===== config.mk =====
export PLATFORM = sky130hd
export DESIGN_NAME = pkt_link_tx
export DESIGN_NICKNAME = d
export VERILOG_FILES = /design/src/rtl/pkt_link_tx.sv
export SDC_FILE = /design/constraint.sdc
export NUM_CORES = 1
export LEC_CHECK = 0
export BUFFER_PORTS_ARGS = -buffer_cell sky130_fd_sc_hd__buf_2
export CAP_MARGIN = 20
export CORE_MARGIN = 2
export CORE_UTILIZATION = 24
export DETAILED_ROUTE_END_ITERATION = 12
export HOLD_SLACK_MARGIN = 0.03
export SETUP_SLACK_MARGIN = 0.05
export SLEW_MARGIN = 0
export SYNTH_ARGS = -nofsm -noshare
export SYNTH_HDL_FRONTEND = slang
export SYNTH_SLANG_ARGS = --single-unit

===== constraint.sdc =====
create_clock -name clk -period 6.6 [get_ports clk]
set_input_delay 0.33 -clock clk [delete_from_list [all_inputs] [get_ports clk]]
set_output_delay 0.33 -clock clk [all_outputs]
set_load 0.05 [all_outputs]

===== src/rtl/pkt_link_tx.sv =====
module pkt_link_tx #(
  parameter int LEN_W = 8
) (
  input  logic             clk,
  input  logic             rst_n,
  input  logic [2:0]       width_sel,
  input  logic             desc_valid,
  output logic             desc_ready,
  input  logic [5:0]       desc_cmd,
  input  logic [63:0]      desc_addr,
  input  logic             desc_long,
  input  logic [LEN_W-1:0] desc_len,
  output logic             pl_rd,
  input  logic [31:0]      pl_data,
  output logic             link_valid,
  output logic             link_ctl,
  output logic [31:0]      link_data
);
  localparam int NW_W = LEN_W;
  localparam logic [5:0] EXT_CODE = 6'h3E;

  typedef enum logic [2:0] {S_IDLE, S_EXT, S_CTL0, S_CTL1, S_PAY} st_t;

  st_t            st;
  logic [31:0]    sh;
  logic [5:0]     bt;
  logic [2:0]     wlog_q;
  logic [5:0]     cmd_q;
  logic [63:0]    addr_q;
  logic [NW_W-1:0] nw_q, left_q;
  logic [1:0]     tail_q;

  logic [2:0]     wlog_in;
  logic [NW_W-1:0] nw_in;
  logic [5:0]     beats;
  logic           last_bt, accept, load_first, load_next;
  logic [NW_W-1:0] new_left;
  logic [31:0]    tail_mask, pay_word, lane_mask, w_ctl0, w_ctl1;

  assign wlog_in  = (width_sel > 3'd4) ? 3'd5 : width_sel + 3'd1;
  assign nw_in    = NW_W'(({1'b0, desc_len} + (LEN_W+1)'(3)) >> 2);
  assign beats    = 6'd32 >> wlog_q;
  assign last_bt  = (bt == beats - 6'd1);
  assign accept   = desc_valid && desc_ready;

  assign w_ctl0   = {addr_q[15:0], 2'b00, 8'(nw_q), cmd_q};
  assign w_ctl1   = {8'h00, addr_q[39:16]};

  assign load_first = (st == S_CTL1) && last_bt && (nw_q != '0);
  assign load_next  = (st == S_PAY) && last_bt && (left_q > NW_W'(1));
  assign new_left   = load_first ? nw_q : left_q - NW_W'(1);
  assign tail_mask  = (tail_q == 2'd0) ? 32'hFFFF_FFFF
                                       : (32'd1 << (6'd8 * 6'(tail_q))) - 32'd1;
  assign pay_word   = (new_left == NW_W'(1)) ? (pl_data & tail_mask) : pl_data;

  assign lane_mask  = (wlog_q >= 3'd5) ? 32'hFFFF_FFFF
                                       : (32'd1 << (6'd1 << wlog_q)) - 32'd1;

  assign pl_rd      = load_first || load_next;
  assign desc_ready = (st == S_IDLE);
  assign link_valid = (st != S_IDLE);
  assign link_ctl   = link_valid && (st != S_PAY);
  assign link_data  = link_valid ? (sh & lane_mask) : 32'd0;

  always_ff @(posedge clk) begin
    if (!rst_n) begin
      st     <= S_IDLE;
      sh     <= '0;
      bt     <= '0;
      wlog_q <= 3'd1;
      cmd_q  <= '0;
      addr_q <= '0;
      nw_q   <= '0;
      left_q <= '0;
      tail_q <= '0;
    end else if (st == S_IDLE) begin
      if (accept) begin
        wlog_q <= wlog_in;
        cmd_q  <= desc_cmd;
        addr_q <= desc_addr;
        nw_q   <= nw_in;
        tail_q <= desc_len[1:0];
        bt     <= '0;
        if (desc_long) begin
          sh <= {desc_addr[63:40], 2'b00, EXT_CODE};
          st <= S_EXT;
        end else begin
          sh <= {desc_addr[15:0], 2'b00, 8'(nw_in), desc_cmd};
          st <= S_CTL0;
        end
      end
    end else if (!last_bt) begin
      sh <= sh >> (6'd1 << wlog_q);
      bt <= bt + 6'd1;
    end else begin
      bt <= '0;
      case (st)
        S_EXT:  begin sh <= w_ctl0; st <= S_CTL0; end
        S_CTL0: begin sh <= w_ctl1; st <= S_CTL1; end
        S_CTL1: begin
          if (load_first) begin
            sh <= pay_word; left_q <= new_left; st <= S_PAY;
          end else st <= S_IDLE;
        end
        default: begin
          if (load_next) begin
            sh <= pay_word; left_q <= new_left;
          end else st <= S_IDLE;
        end
      endcase
    end
  end


  accept_starts_ctl_chk: assert property (@(posedge clk) disable iff (!rst_n)
    (desc_valid && desc_ready) |=> (link_valid && link_ctl && !desc_ready));


  payload_follows_rd_chk: assert property (@(posedge clk) disable iff (!rst_n)
    pl_rd |=> (link_valid && !link_ctl));


  ctl_before_payload_chk: assert property (@(posedge clk) disable iff (!rst_n)
    (link_valid && $past(link_valid)) |-> !$rose(link_ctl));


  ready_after_end_chk: assert property (@(posedge clk) disable iff (!rst_n)
    $fell(link_valid) |-> desc_ready);


  width_held_chk: assert property (@(posedge clk) disable iff (!rst_n)
    (link_valid && $past(link_valid)) |-> $stable(wlog_q));


  idle_lanes_chk: assert property (@(posedge clk) disable iff (!rst_n)
    !link_valid |-> (link_data == 32'd0 && !link_ctl));
endmodule


==> impl_metrics.csv <==
group,metric,value,unit
run_status,status,"complete, no violations",
synth,ys_seq_area_share,28.79,%
hold_path,min_path_type,"input port to register",
sta,grt_setup_unrepaired,"false",
synth,syn_inst,1035,
synth,synth_area,0.007441,mm^2
synth,async_reset_ff_share,0,%
sta,setup_tns,0,ps
sta,worstMarginPinSlew,1120,ps
sta,fmax,212.0,MHz
clock_network,clk_latency,370,ps
power,p_sw_share,39.43,%
job,cap_violations,0,
sta,finalWorstSetupSlack,1883,ps
synth,syn_nets,1161,
clock_network,cts.clk_slew.worst_paths,80,ps
global_routing,grt_pass1_vias,7571,
routing,drc,0,
power,switching_power,800.4,uW
synth,synth_area_per_cell,7.189,um^2
global_routing,antenna_found_initial,1,
place,pre_cts_slack,2325,ps
synth,netlist.area_leader.share,28.79,%
critical_path,worstReg2RegStart,"wlog_q[1]$_SDFFE_PN0P_",
clock_network,cts_hold_buf,0,
floorplan,die_x,180.1,um
global_routing,grt_max_degree,74,
synth,synth_edf_count,0,
critical_path,crit_slowest_cell,"or2_1",
clock_network,cts_setup_buffers,0,
clock_network,cts_max_level,3,
critical_path,cp_num_buf_inv,2,
routing,wl,30100,um
clock_network,tritoncts,"done",
power,powerDensity,232.3,mW/mm^2
critical_path,worstPathRequired,6270,ps
global_routing,grtUsageTotal,17.76,%
global_routing,globalRoute.totalOverflow,0,
clock_network,cts_resized,0,
place,dp_hpwl,22040,um
place,portBuffers,152,
power,vdd_drop_max,0.1298,mV
routing,drt_iter0_drc,896,
power,pwr-share-clk,28.3,%
routing,antenna_left,0,
routing,wl_per_cell,19.83,um
critical_path,crit_chain,"buf_4 -> nor2_1 -> nand2_1 -> ha_1 -> nor3b_1 -> o31a_1 -> o22ai_2 -> or2_1 -> or3_1 -> nand2_1 -> buf_2",
sta,layout_min_cycle_time,4717,ps
synth,synth.largest_area_cell,"dfxtp_1",
cells_and_area,num-nets-final,1243,
sta,hold_viol_final,0,
sta,setup-violations-final,0,
cells_and_area,drive_gt1_share,18.45,%
cells_and_area,antenna_cells,0,
synth,netlist_top_cells_area,"dfxtp_1, nand2_1, a21oi_1, mux2i_1, o21ai_0",
floorplan,start_util,24.33,%
sta,period_share,71.47,%
critical_path,cp_top_family,"simple AND/OR/NAND/NOR gates",
critical_path,critPathLaunchType,"register",
critical_path,critPathCaptureType,"output pin",
power,p_int,1.230,mW
power,combPwrFrac,31.8,%
routing,vias,8211,
power,p_leak,3.413,nW
place,gp_congestion,0.9106,
routing,viasPerCell,5.409,
global_routing,grt_pass1_wl,45720,um
critical_path,worstPathArrival,4390,ps
synth,synth_ff_type,"dfxtp_1",
floorplan,placementRows,64,
floorplan,fp.dieH,180.1,um
sta,clock-skew-final,10.23,ps
synth,synth.most_common_cell,"nand2_1",
clock_network,clk_path_buf_depth,2,
critical_path,path_class,"register to output pin",
power,seqPwrFrac,39.8,%
synth,ys_seq_elements,107,
sta,finalMaxSlewViolations,0,
floorplan,pin_count,153,
floorplan,dieArea,0.03243,mm^2
routing,first_pass_iters,6,
critical_path,path_common_cell,"nand2_1",
critical_path,cp_slowest_stage_delay,580,ps
synth,ys_types,75,
sta,relSlewSlack,25.08,%
cells_and_area,syn2layout_area_growth,17.45,%
clock_network,clockRootBuffer,"clkbuf_16",
synth,ys_warn_count,0,
hold_path,worstHoldStart,"desc_addr[18]",
critical_path,cp_max_fo,46,
synth,synth_common_cells,"nand2_1, a21oi_1, dfxtp_1",
clock_network,cts_made_buffers,9,
floorplan,core,0.03059,mm^2
clock_network,cts_num_sinks,107,
critical_path,startpoint,"wlog_q[1]$_SDFFE_PN0P_",
stage by stage:
| step | power (mW) | hold slack [ps] | util, % | instances | area, um^2 |
|---|---|---|---|---|---|
| after floorplan | 1.219 | 436.0 | - | 1035 | 7441 |
| after global placement | 1.443 | 441.1 | 27.50 | 1501 | 8412 |
| after detailed placement | 1.449 | 446.6 | 27.50 | 1501 | 8412 |
| after CTS | 2.017 | 189.8 | 28.51 | 1517 | 8720 |
| after global routing | 2.120 | 190.5 | 28.57 | 1518 | 8740 |
| final | 2.030 | 190.5 | 28.57 | 1518 | 8740 |
layout by cell type (no fill, tap or decap), types with 7 or more instances in the layout:
cell type  netlist  routed
mux2i_1         39      39
nand3_1         27      27
nor3_1          12      12
clkbuf_16        0       9
o211ai_1        16      16
ha_1             9       9
nor2_1          66      65
xor2_1           8       8
o221ai_1         7       7
o21ai_0         66      66
inv_1           20      19
buf_2            6     152
nor2b_1          7       7
xnor2_1          9       9
o31ai_1          7       7
a31oi_1         21      21
and2_1          27      27
a211oi_1        16      16
a311oi_1         8       8
and3_1          10       9
a21oi_1        120     120
a22oi_1         26      26
buf_4            1      11
dfxtp_1        107     105
nand2_1        189     188
o22ai_1          7       7
final timing paths:
check,end,slack (ps),depth (start not counted)
hold reg to reg,addr_q[0]$_SDFFE_PN0P_,460,2
setup reg to reg,sh[27]$_SDFFE_PN0P_,2320,11
setup / recovery,pl_rd,1880,11
hold / removal,addr_q[18]$_SDFFE_PN0P_,190,3
kinds of logic after synthesis:
logic type,Yosys count,share of synthesized area (%)
XOR/XNOR,17,2.001
adder cells (fa/ha/maj),9,1.513
AND/OR/NAND/NOR,384,23.91
AO/OA/AOI/OAI,361,31.66
flip-flops,107,28.79
multiplexers,43,6.003
buffers and inverters,114,6.121
sequential cells by signal (all words and copies together) (netlist names):
signal and cells:
nw_q 7, left_q 8, st 3, tail_q 2, cmd_q 6, wlog_q 3, addr_q 40, sh 32
bt 6
layout make-up:
cell class,instances,area [um^2]
clock buffers,9,225.2
clock inverters,7,82.58
fillers,3440,21850
inverters,21,78.83
multi-input cells,814,4850
flip-flops and latches,107,2145
well taps,396,495.5
repair buffers,164,863.3
power by group through the flow:
| stage | clock network, mW | registers, mW | logic, mW |
|---|---|---|---|
| floorplan | 0 | 0.766 | 0.453 |
| global placement | 0 | 0.818 | 0.624 |
| detailed placement | 0 | 0.819 | 0.630 |
| CTS | 0.581 | 0.803 | 0.633 |
| global route | 0.604 | 0.813 | 0.703 |
| finish | 0.575 | 0.809 | 0.646 |
routing by layer:
| metal | vias up | track usage [%] | part of all wire (%) |
|---|---|---|---|
| met5 | - | 0 | 0 |
| met4 | 0 | 3.581 | 1.3 |
| met3 | 30 | 4.487 | 9.2 |
| met2 | 389 | 26.16 | 43 |
| met1 | 3870 | 26.04 | 46 |
| li1 | 3922 | - | - |
worst reg2reg max path: cells and delay by family, from the launching register on:
family | cells | cell delay, ps
AND/OR/NAND/NOR | 7 | 2820
AO/OA/AOI/OAI | 2 | 510
adder cells (fa/ha/maj) | 1 | 330
flip-flops | 1 | 300
buffers and inverters | 1 | 270
Power figures use the tool's default switching activity.
